## config.mk

```make
export PLATFORM = sky130hd
export DESIGN_NAME = mc_perf_counters
export DESIGN_NICKNAME = d
export VERILOG_FILES = /design/src/rtl/perfmon_pkg.sv /design/src/rtl/pm_id_filter.sv /design/src/rtl/pm_event_mux.sv /design/src/rtl/pm_count_slice.sv /design/src/rtl/mc_perf_counters.sv
export SDC_FILE = /design/constraint.sdc
export NUM_CORES = 1
export LEC_CHECK = 0
export BUFFER_PORTS_ARGS = -buffer_cell sky130_fd_sc_hd__buf_2
export CORE_MARGIN = 2
export CORE_UTILIZATION = 60
export DETAILED_ROUTE_END_ITERATION = 10
export PLACE_DENSITY = 0.81
export SETUP_SLACK_MARGIN = 0.5
export SLEW_MARGIN = 10
export SYNTH_ARGS = -nofsm -noshare
export SYNTH_HDL_FRONTEND = slang
export SYNTH_SLANG_ARGS = --single-unit
```

## constraint.sdc

```tcl
create_clock -name clk -period 3.7 [get_ports clk]
set_input_delay 0.185 -clock clk [delete_from_list [all_inputs] [get_ports clk]]
set_output_delay 0.185 -clock clk [all_outputs]
set_load 0.005 [all_outputs]
```

## src/rtl/perfmon_pkg.sv

```systemverilog
package perfmon_pkg;
  localparam int NUM_CNT       = 4;
  localparam int CODE_W        = 8;
  localparam int A_CTRL        = 0;
  localparam int A_FILT        = 1;
  localparam int A_CFG0        = 4;
  localparam int A_CNT0        = 8;
  localparam int CTL_EN        = 0;
  localparam int CTL_ZERO      = 1;
  localparam int CTL_RESUME    = 2;
  localparam int FILT_MASK_LSB = 16;
  localparam logic [CODE_W-1:0] EV_ID_RD = 8'h41;
  localparam logic [CODE_W-1:0] EV_ID_WR = 8'h42;
endpackage

```

## src/rtl/pm_id_filter.sv

```systemverilog
module pm_id_filter #(
  parameter int ID_W = 16
) (
  input  logic [ID_W-1:0] id_i,
  input  logic [ID_W-1:0] ref_i,
  input  logic [ID_W-1:0] mask_i,
  output logic            pass_o
);
  // only bits with mask=1 take part in the compare
  assign pass_o = ((id_i ^ ref_i) & mask_i) == '0;
endmodule

```

## src/rtl/pm_event_mux.sv

```systemverilog
module pm_event_mux
  import perfmon_pkg::*;
#(
  parameter int NUM_EV = 32
) (
  input  logic [CODE_W-1:0] code_i,
  input  logic [NUM_EV-1:0] perf_ev_i,
  input  logic              rd_hit_i,
  input  logic              wr_hit_i,
  output logic              hit_o
);
  localparam int SEL_W = (NUM_EV > 1) ? $clog2(NUM_EV) : 1;

  always_comb begin
    hit_o = 1'b0;
    if (code_i == EV_ID_RD) begin
      hit_o = rd_hit_i;
    end else if (code_i == EV_ID_WR) begin
      hit_o = wr_hit_i;
    end else if (int'(code_i) < NUM_EV) begin
      hit_o = perf_ev_i[code_i[SEL_W-1:0]];
    end                                          // otherwise R9: no event
  end
endmodule

```

## src/rtl/pm_count_slice.sv

```systemverilog
module pm_count_slice #(
  parameter int CNT_W = 32
) (
  input  logic             clk,
  input  logic             rst_n,
  input  logic             inc_i,
  input  logic             zero_i,
  output logic [CNT_W-1:0] cnt_o,
  output logic             wrap_o
);
  logic [CNT_W-1:0] cnt_q, cnt_d;
  logic             cnt_ce;

  always_comb begin
    cnt_d = cnt_q;
    if (zero_i)     cnt_d = '0;
    else if (inc_i) cnt_d = cnt_q + 1'b1;
  end

  assign cnt_ce = zero_i | inc_i;

  always_ff @(posedge clk or negedge rst_n) begin
    if (!rst_n)      cnt_q <= '0;
    else if (cnt_ce) cnt_q <= cnt_d;
  end

  assign cnt_o  = cnt_q;
  assign wrap_o = inc_i & ~zero_i & (&cnt_q);

  // an increment adds exactly one, with wrap
  assert_step_R3: assert property (@(posedge clk) disable iff (!rst_n)
    (inc_i && !zero_i) |=> cnt_q == CNT_W'($past(cnt_q) + 1'b1));
  assert_zero_R11: assert property (@(posedge clk) disable iff (!rst_n)
    zero_i |=> cnt_q == '0);
  assert_hold_R10: assert property (@(posedge clk) disable iff (!rst_n)
    (!inc_i && !zero_i) |=> $stable(cnt_q));
endmodule

```

## src/rtl/mc_perf_counters.sv

```systemverilog
module mc_perf_counters
  import perfmon_pkg::*;
#(
  parameter int CNT_W  = 32,
  parameter int NUM_EV = 32,
  parameter int ID_W   = 16,
  parameter int ADDR_W = 4
) (
  input  logic              clk,
  input  logic              rst_n,
  input  logic [NUM_EV-1:0] perf_ev_i,
  input  logic              rd_beat_i,
  input  logic [ID_W-1:0]   rd_id_i,
  input  logic              wr_beat_i,
  input  logic [ID_W-1:0]   wr_id_i,
  input  logic              reg_we_i,
  input  logic              reg_re_i,
  input  logic [ADDR_W-1:0] reg_addr_i,
  input  logic [31:0]       reg_wdata_i,
  output logic [31:0]       reg_rdata_o,
  output logic              irq_o
);
  localparam int FLAT_W = NUM_CNT * CNT_W;

  // control state
  logic              en_q, en_d;
  logic              halt_q, halt_d;
  logic [ID_W-1:0]   fid_q, fid_d;
  logic [ID_W-1:0]   fmask_q, fmask_d;
  logic [CODE_W-1:0] cfg_q [NUM_CNT];
  logic [31:0]       rdata_q, rdata_d;

  logic              wr_ctrl, wr_filt;
  logic              zero_all, resume, run;
  logic              rd_pass, wr_pass, rd_hit, wr_hit;
  logic [NUM_CNT-1:0] inc, wrap, ev_hit;
  logic [CNT_W-1:0]  cnt [NUM_CNT];
  logic [FLAT_W-1:0] cnt_flat;

  assign wr_ctrl  = reg_we_i && (reg_addr_i == ADDR_W'(A_CTRL));
  assign wr_filt  = reg_we_i && (reg_addr_i == ADDR_W'(A_FILT));
  assign zero_all = wr_ctrl & reg_wdata_i[CTL_ZERO];
  assign resume   = wr_ctrl & reg_wdata_i[CTL_RESUME];
  assign run      = en_q & ~halt_q;

  // shared ID filter, one compare per direction
  pm_id_filter #(.ID_W(ID_W)) u_rd_filt (
    .id_i(rd_id_i), .ref_i(fid_q), .mask_i(fmask_q), .pass_o(rd_pass));
  pm_id_filter #(.ID_W(ID_W)) u_wr_filt (
    .id_i(wr_id_i), .ref_i(fid_q), .mask_i(fmask_q), .pass_o(wr_pass));

  assign rd_hit = rd_beat_i & rd_pass;
  assign wr_hit = wr_beat_i & wr_pass;

  // next state of control registers
  always_comb begin
    en_d    = en_q;
    fid_d   = fid_q;
    fmask_d = fmask_q;
    halt_d  = halt_q;
    if (wr_ctrl) en_d = reg_wdata_i[CTL_EN];
    if (wr_filt) begin
      fid_d   = reg_wdata_i[ID_W-1:0];
      fmask_d = reg_wdata_i[FILT_MASK_LSB +: ID_W];
    end
    if (wrap[0])     halt_d = 1'b1;
    else if (resume) halt_d = 1'b0;
  end

  always_ff @(posedge clk or negedge rst_n) begin
    if (!rst_n) begin
      en_q    <= 1'b0;
      halt_q  <= 1'b0;
      fid_q   <= '0;
      fmask_q <= '0;
    end else begin
      en_q    <= en_d;
      halt_q  <= halt_d;
      fid_q   <= fid_d;
      fmask_q <= fmask_d;
    end
  end

  assign irq_o = halt_q;

  // per-counter config, event selection and counting
  for (genvar i = 0; i < NUM_CNT; i++) begin : g_cnt
    logic cfg_we;
    assign cfg_we = reg_we_i && (reg_addr_i == ADDR_W'(A_CFG0 + i));

    always_ff @(posedge clk or negedge rst_n) begin
      if (!rst_n)      cfg_q[i] <= '0;
      else if (cfg_we) cfg_q[i] <= reg_wdata_i[CODE_W-1:0];
    end

    pm_event_mux #(.NUM_EV(NUM_EV)) u_mux (
      .code_i(cfg_q[i]), .perf_ev_i(perf_ev_i),
      .rd_hit_i(rd_hit), .wr_hit_i(wr_hit), .hit_o(ev_hit[i]));

    if (i == 0) begin : g_time
      assign inc[i] = run;                    // time base
    end else begin : g_event
      assign inc[i] = run & ev_hit[i];
    end

    pm_count_slice #(.CNT_W(CNT_W)) u_slice (
      .clk(clk), .rst_n(rst_n), .inc_i(inc[i]), .zero_i(zero_all),
      .cnt_o(cnt[i]), .wrap_o(wrap[i]));

    assign cnt_flat[i*CNT_W +: CNT_W] = cnt[i];
  end

  // readback: full value captured in one register stage
  always_comb begin
    rdata_d = '0;
    if (reg_addr_i == ADDR_W'(A_CTRL)) rdata_d[CTL_EN] = en_q;
    if (reg_addr_i == ADDR_W'(A_FILT)) begin
      rdata_d[ID_W-1:0]              = fid_q;
      rdata_d[FILT_MASK_LSB +: ID_W] = fmask_q;
    end
    for (int i = 0; i < NUM_CNT; i++) begin
      if (reg_addr_i == ADDR_W'(A_CFG0 + i)) rdata_d[CODE_W-1:0] = cfg_q[i];
      if (reg_addr_i == ADDR_W'(A_CNT0 + i)) rdata_d[CNT_W-1:0]  = cnt[i];
    end
  end

  always_ff @(posedge clk or negedge rst_n) begin
    if (!rst_n)        rdata_q <= '0;
    else if (reg_re_i) rdata_q <= rdata_d;
  end

  assign reg_rdata_o = rdata_q;

  // freeze holds every counter
  assert_freeze_R4: assert property (@(posedge clk) disable iff (!rst_n)
    (halt_q && !zero_all) |=> $stable(cnt_flat));
  // interrupt rises only after counter 0 was all ones
  assert_irq_cause_R4: assert property (@(posedge clk) disable iff (!rst_n)
    $rose(irq_o) |-> $past(&cnt[0]));
  // wraps of counters 1..3 never raise the interrupt
  assert_no_irq_R6: assert property (@(posedge clk) disable iff (!rst_n)
    (!irq_o && !wrap[0]) |=> !irq_o);
  assert_resume_R5: assert property (@(posedge clk) disable iff (!rst_n)
    (irq_o && resume) |=> !irq_o);
  assert_gate_R10: assert property (@(posedge clk) disable iff (!rst_n)
    (!en_q && !zero_all) |=> $stable(cnt_flat));
endmodule

```

==> results.sh, run 1 <==
export IMPL_critPathMaxFanout=10
export IMPL_critical_path_endpoint_type="flip-flop"
export IMPL_most_common_layout_cells="dfrtp_1, nor2_1, buf_2"
export IMPL_criticalPathCategory="reg2reg"
export IMPL_peak_usage_layer_in_the_global_routing_report="met2"
export IMPL_final_period_utilization=0.851
export IMPL_place_congestion=0.967
export IMPL_area_enclosed_by_the_die_boundary_mm2=0.0228
export IMPL_register_area_mm2=0.00566
export IMPL_layout_filler_cells=1516
export IMPL_groute_layer_met1_usage=0.475
export IMPL_synth_ff_type="dfrtp_1"
export IMPL_synthDominantAreaCellType="dfrtp_1"
export IMPL_top_area_cell_type_share_of_the_netlist_area=0.436
export IMPL_post_synth_and_or_nand_nor_area_fraction=0.191
export IMPL_synth_top_family_by_area="simple AND/OR/NAND/NOR gates"
export IMPL_maximum_number_of_pins_on_one_net_before_global_route_repair=108
export IMPL_clock_insertion_delay_worst_skew_ns=0.53
export IMPL_top_level_ports=139
export IMPL_period_minus_slack_ns=3.15
export IMPL_via_count_of_the_first_global_routing_pass=11400
export IMPL_ys_ff_latch=226
export IMPL_cts_tree="yes"
export IMPL_path_clk_slew_ns=0.06
export IMPL_postLayoutSetupSlackWorst_ns=0.553
export IMPL_gr_usage_met3=0.0819
export IMPL_synth_nets=1439
export IMPL_io_buffers=138
export IMPL_seq_area_frac_synth=0.436
export IMPL_synth_compound_gate_area_share=0.127
export IMPL_die_width_um=151
export IMPL_layout_drive_gt1_share=0.219
export IMPL_hp_class="in2reg"
export IMPL_groute_usage_overall=0.356
export IMPL_pre_cts_slack_ns=0.134
export IMPL_ys_warnings_count=0
export IMPL_critPathLaunchType="flip-flop"
export IMPL_postSynthCellCount=1329
export IMPL_r2r_setup_slack_ns=0.55
export IMPL_unrepaired_setup_endpoints_after_global_routing="yes"
export IMPL_clock_tree_htree_level_count=1
export IMPL_cp_arrival_ns=3.57
export IMPL_cap_viol_max_count=0
export IMPL_numCtsBuffers=24
export IMPL_tightest_slew_ns=1.14
export IMPL_mostFrequentLayoutCell="dfrtp_1"
export IMPL_power_density_mw_per_mm2=507
export IMPL_clock_path_buffers=3
export IMPL_cts_root_buffer_type="clkbuf_16"
export IMPL_netlist_area_before_placement_mm2=0.0130
export IMPL_rows=53
export IMPL_global_route_total_overflow=0
export IMPL_critical_path_required_ns=4.13
export IMPL_hold_violation_total_from_the_final_report=0
export IMPL_grt_first_pass_wirelength_um=62700
export IMPL_synth_edf_count=0
export IMPL_static_leakage_power_nw=6.39
export IMPL_final_setup_tns_ns=0
export IMPL_post_synth_cell_area_avg_um2=9.76
export IMPL_final_util=0.716
export IMPL_post_dp_hpwl_um=28000
export IMPL_area_growth_syn_to_layout_pct=16.3
export IMPL_coreArea_mm2=0.0211
export IMPL_vias=11700
export IMPL_synthArstFlopShare=1.00
export IMPL_ant_nets=0
export IMPL_power_ir_vdd_worst_uv=297
export IMPL_timing_final_setup_violations=0
export IMPL_postRouteWirelength_um=40000
export IMPL_initial_core_util=0.615
export IMPL_grt_antenna_before_repair=0
export IMPL_ys_types=53
export IMPL_detail_route_first_pass_iterations=8
export IMPL_groute_layer_met2_usage=0.554
export IMPL_die_h_um=151
export IMPL_run_status="completed"
export IMPL_clock_fmax_ghz=0.318
export IMPL_detail_route_vias_per_cell=6.65
export IMPL_setup_skew_ns=0.0126
export IMPL_final_nets=1581
export IMPL_maxSlewViolCount=0
export IMPL_yosys_area_share_adder=0.00386
export IMPL_cts_sinks=226
export IMPL_route_detailed_drc=0
export IMPL_synth_xor_xnor_area_share=0.0804
export IMPL_synthTopCellsByArea="dfrtp_1, mux2_2, xnor2_1"
export IMPL_antennaDiodeCount=0
export IMPL_multi_input_comb_area_mm2=0.00696
export IMPL_synth_area_mux_share=0.129
export IMPL_initialDrtViolationCount=1592
export IMPL_slew_headroom=0.238
export IMPL_detail_route_wl_per_cell_um=22.7
==> area by class of cell <==
cell class,count,share of cell area
Sequential cell,226,0.375
Timing Repair Buffer,192,0.0794
Tap cell,275,0.0228
Inverter,33,0.00821
Clock buffer,37,0.0498
Clock inverter,5,0.00332
Multi-Input combinational cell,994,0.461
==> state kept, by name, summed over array words and instances (netlist names) <==
| name | flops |
|---|---|
| cfg_q | 32 |
| en_q | 1 |
| fid_q | 16 |
| fmask_q | 16 |
| g_cnt.u_slice.cnt_o | 128 |
| irq_o | 1 |
| reg_rdata_o | 32 |
==> layer usage <==
layer | share of wire | wire, um | up-vias
li1 | - | - | 5125
met1 | 0.39 | 15600 | 5691
met2 | 0.45 | 18000 | 731
met3 | 0.11 | 4210 | 176
met4 | 0.056 | 2240 | 0
met5 | 0 | 0 | -
==> path summary, 6_finish.rpt <==
kind / startpoint / endpoint / cells after the start
max: fid_q[1] / g_cnt[1].u_slice.cnt_o[27] / 8
min reg2reg: cfg_q[26] / cfg_q[26] / 1
min in group asynchronous: rst_n / fmask_q[9] / 2
max in group asynchronous: rst_n / g_cnt[2].u_slice.cnt_o[26] / 3
max reg2reg: fid_q[1] / g_cnt[1].u_slice.cnt_o[27] / 8
min: reg_wdata_i[4] / cfg_q[4] / 2
==> cells by family after synthesis <==
group | count (synthesis)
compound gates | 240
fa+ha+maj | 4
buf+inv | 109
xor+xnor | 119
mux | 130
flops | 226
simple gates | 501
==> cells in the mapped netlist, types with 5 or more instances <==
cell / number
mux2_2: 69
a222oi_1: 31
a22o_1: 6
buf_2: 5
a2111oi_0: 12
nand2b_1: 16
buf_1: 11
nor2_1: 144
mux4_2: 23
mux2i_1: 38
a21oi_1: 64
a211oi_1: 8
or4_1: 5
nor3_1: 32
dfrtp_1: 226
nor2b_1: 10
and3_1: 20
nand3_1: 49
and4_1: 7
nor3b_1: 6
nand4_1: 27
o31ai_1: 8
inv_1: 33
a31oi_1: 8
xor2_1: 49
xnor2_1: 70
and2_1: 14
clkbuf_1: 59
nor4_1: 20
o21ai_0: 46
or3_1: 18
a22oi_1: 35
nand2_1: 114
==> through the flow <==
step / hold WS, ns / cells / area, um^2 / power [W]
2_1_floorplan: -0.111 / 1329 / 13000 / 0.00439
3_3_place_gp: 0.305 / 1688 / 13900 / 0.00501
5_1_grt: 0.0276 / 1762 / 15100 / 0.00795
6_report: 0.0248 / 1762 / 15100 / 0.00765
3_5_place_dp: 0.299 / 1688 / 13900 / 0.00508
4_1_cts: 0.00243 / 1759 / 15000 / 0.00757
==> what timing repair did <==
item / in CTS / in global routing
hold buffers: 27 / 0
resized for setup: 3 / 9
hold endpoints to repair: 136 / 0
setup endpoints to repair: 45 / 39
pin swaps: 2 / 2
buffers inserted: 2 / 3
==> where the power goes <==
group | internal [W] | total [W] | switching, W
sequential | 0.00286 | 0.00351 | 0.000645
clock | 0.00146 | 0.00246 | 0.00101
combinational | 0.000819 | 0.00168 | 0.000858
total | 0.00514 | 0.00765 | 0.00251
==> worst max-delay path: stages (launching register included) <==
cell and delay [ns]:
dfrtp_1 0.44, xor2_1 0.20, a22oi_1 0.32, nand4_1 0.30, o31ai_2 0.36, a21oi_1 0.22
or4_4 0.61, or4_1 0.43, a21oi_1 0.17
Power figures use the tool's default switching activity.
==> run 2, diff against run 1 <==
Settings changed: ABC_AREA set to 1, CORE_UTILIZATION 60 to 61.
==> run 2 against run 1 <==
Against the previous run: final area rose by 15%; maximum frequency rose by 6.7%; register-to-register slack better by 0.20 ns; first-iteration DRC count is 33% higher; clock skew rose by 0.0044 ns; sequential power decreased by 11%; utilization decreased by 2.1 points; wire length grew 29%; power down 0.55%; critical path depth up 4; non-clock buffer count is 11 lower; combinational power hardly changed.
==> results.sh, run 2 <==
export IMPL_run_status="completed"
export IMPL_tightest_slew_ns=1.08
export IMPL_initialDrtViolationCount=2116
export IMPL_ant_nets=0
export IMPL_numCtsBuffers=26
export IMPL_static_leakage_power_nw=8.71
export IMPL_layout_drive_gt1_share=0.106
export IMPL_ys_warnings_count=0
export IMPL_ys_ff_latch=226
export IMPL_final_setup_tns_ns=0
export IMPL_criticalPathCategory="reg2reg"
export IMPL_place_congestion=1.03
export IMPL_setup_skew_ns=0.0170
export IMPL_synth_ff_type="dfrtp_1"
export IMPL_critical_path_endpoint_type="flip-flop"
export IMPL_slew_headroom=0.279
export IMPL_route_detailed_drc=0
export IMPL_cap_viol_max_count=0
export IMPL_synth_edf_count=0
export IMPL_top_area_cell_type_share_of_the_netlist_area=0.365
export IMPL_post_dp_hpwl_um=37900
export IMPL_period_minus_slack_ns=2.95
export IMPL_timing_final_setup_violations=0
export IMPL_final_period_utilization=0.797
export IMPL_critPathLaunchType="flip-flop"
export IMPL_detail_route_vias_per_cell=5.95
export IMPL_unrepaired_setup_endpoints_after_global_routing="no"
export IMPL_global_route_total_overflow=0
export IMPL_critical_path_required_ns=4.17
export IMPL_worst_hold_startpoint="reg_re_i"
export IMPL_vias=16200
export IMPL_synth_nets=2381
export IMPL_area_growth_syn_to_layout_pct=12.2
export IMPL_flip_flop_count_of_the_largest_register_after_layout=128
export IMPL_maximum_number_of_pins_on_one_net_before_global_route_repair=132
export IMPL_clock_fmax_ghz=0.339
export IMPL_detail_route_wl_per_cell_um=18.8
export IMPL_clock_path_buffers=3
export IMPL_final_nets=2490
export IMPL_grt_antenna_before_repair=0
export IMPL_io_buffers=138
export IMPL_cts_root_buffer_type="clkbuf_16"
export IMPL_coreArea_mm2=0.0250
export IMPL_cts_sinks=226
export IMPL_die_width_um=163
export IMPL_seq_area_frac_synth=0.365
export IMPL_critPathMaxFanout=33
export IMPL_r2r_setup_slack_ns=0.75
export IMPL_critical_path_reg2reg_endpoint="g_cnt[3].u_slice.cnt_o[9]"
export IMPL_power_density_mw_per_mm2=438
export IMPL_die_h_um=163
export IMPL_groute_usage_overall=0.387
export IMPL_power_ir_vdd_worst_uv=350
export IMPL_netlist_area_before_placement_mm2=0.0155
export IMPL_synthDominantAreaCellType="dfrtp_1"
export IMPL_cts_post_setup_buffers_inserted=0
export IMPL_fin_worst_hold_slack_ns=0.0118
export IMPL_synthTopCellsByArea="dfrtp_1, nand2_1, nand3_1"
export IMPL_maxSlewViolCount=0
export IMPL_worstReg2RegStart="cfg_q[0]"
export IMPL_reg2reg_depth=12
export IMPL_antennaDiodeCount=0
export IMPL_yosys_top_cells_count="nand2_1, inv_1, dfrtp_1, nor2_1, nand3_1"
export IMPL_mostFrequentLayoutCell="nand2_1"
export IMPL_area_enclosed_by_the_die_boundary_mm2=0.0267
export IMPL_clock_insertion_delay_worst_skew_ns=0.54
export IMPL_detail_route_first_pass_iterations=6
export IMPL_path_clk_slew_ns=0.06
export IMPL_postRouteWirelength_um=51500
export IMPL_top_level_ports=139
export IMPL_most_common_layout_cells="nand2_1, inv_1, dfrtp_1"
export IMPL_rows=58
export IMPL_clock_tree_htree_level_count=1
export IMPL_postSynthCellCount=2271
export IMPL_initial_core_util=0.619
export IMPL_most_frequent_cell_after_synthesis="nand2_1"
export IMPL_timing_hold_worst_path_depth=3
export IMPL_hold_violation_total_from_the_final_report=0
export IMPL_via_count_of_the_first_global_routing_pass=15000
export IMPL_synthArstFlopShare=1.00
export IMPL_holdBufCountCts=25
export IMPL_post_synth_cell_area_avg_um2=6.82
export IMPL_ys_types=49
export IMPL_grt_first_pass_wirelength_um=81000
export IMPL_hp_class="in2reg"
export IMPL_cts_tree="yes"
export IMPL_cts_resized_gates=0
export IMPL_cp_arrival_ns=3.41
export IMPL_hold_end="reg_rdata_o[1]"
run 2: worst max path at each step:
stage | start | to | slack, ns | cells past startpoint
after detailed placement | cfg_q[0] | g_cnt[3].u_slice.cnt_o[7] | 0.89 | 12
final | cfg_q[0] | g_cnt[3].u_slice.cnt_o[9] | 0.75 | 12
after global routing | cfg_q[0] | g_cnt[3].u_slice.cnt_o[9] | 0.50 | 12
after floorplan | g_cnt[3].u_slice.cnt_o[1] | g_cnt[3].u_slice.cnt_o[26] | 1.97 | 10
after CTS | cfg_q[0] | g_cnt[3].u_slice.cnt_o[7] | 0.85 | 12
after global placement | cfg_q[0] | g_cnt[3].u_slice.cnt_o[26] | 0.94 | 12
run 2: area by class of cell:
cell class	count	area (um^2)
Timing Repair Buffer	181	1100
Clock inverter	9	133
Fill cell	2157	7660
Tap cell	330	413
Clock buffer	39	811
Multi-Input combinational cell	1664	8210
Inverter	281	1060
Sequential cell	226	5660
run 2: cell families (layout without fill, tap and decap cells):
group | count (synthesis) | after routing | share of synthesized area
buf+inv | 381 | 510 | 0.106
simple gates | 1322 | 1322 | 0.382
compound gates | 245 | 245 | 0.0914
fa+ha+maj | 4 | 4 | 0.00323
xor+xnor | 93 | 93 | 0.0526
flops | 226 | 226 | 0.365
run 2: routing by layer:
layer	global-route usage	share of wire	routed length, um	vias to the layer above
met5	0	0	0	-
met4	0.152	0.045	2320	0
met3	0.0576	0.083	4300	155
met2	0.611	0.45	23100	824
met1	0.538	0.42	21700	7622
li1	-	-	-	7635
run 2: power by group:
group | switching [W] | total (W) | internal, W
sequential | 0.000383 | 0.00313 | 0.00275
combinational | 0.00114 | 0.00166 | 0.000522
clock | 0.00110 | 0.00282 | 0.00172
total | 0.00262 | 0.00761 | 0.00499
run 2: through the flow:
stage	worst slack, ns	instances	total power, W	utilization	area [um^2]
after CTS	0.855	2730	0.00757	0.694	17400
after global placement	0.940	2657	0.00469	0.646	16200
final	0.751	2730	0.00761	0.694	17400
after floorplan	1.97	2271	0.00425	-	15500
after detailed placement	0.892	2657	0.00475	0.646	16200
after global routing	0.501	2730	0.00793	0.694	17400
run 2: worst max-delay path, cell delays in order, from the launching register on:
cell and delay (ns):
dfrtp_1 0.79, inv_2 0.33, nand2_1 0.13, nand3_1 0.09
nand3_1 0.13, nand2_1 0.06, nor2_1 0.10, nand2_1 0.07
nand3_2 0.09, nand3_4 0.33, nand2_4 0.50, nand3_1 0.13
nand2_1 0.10
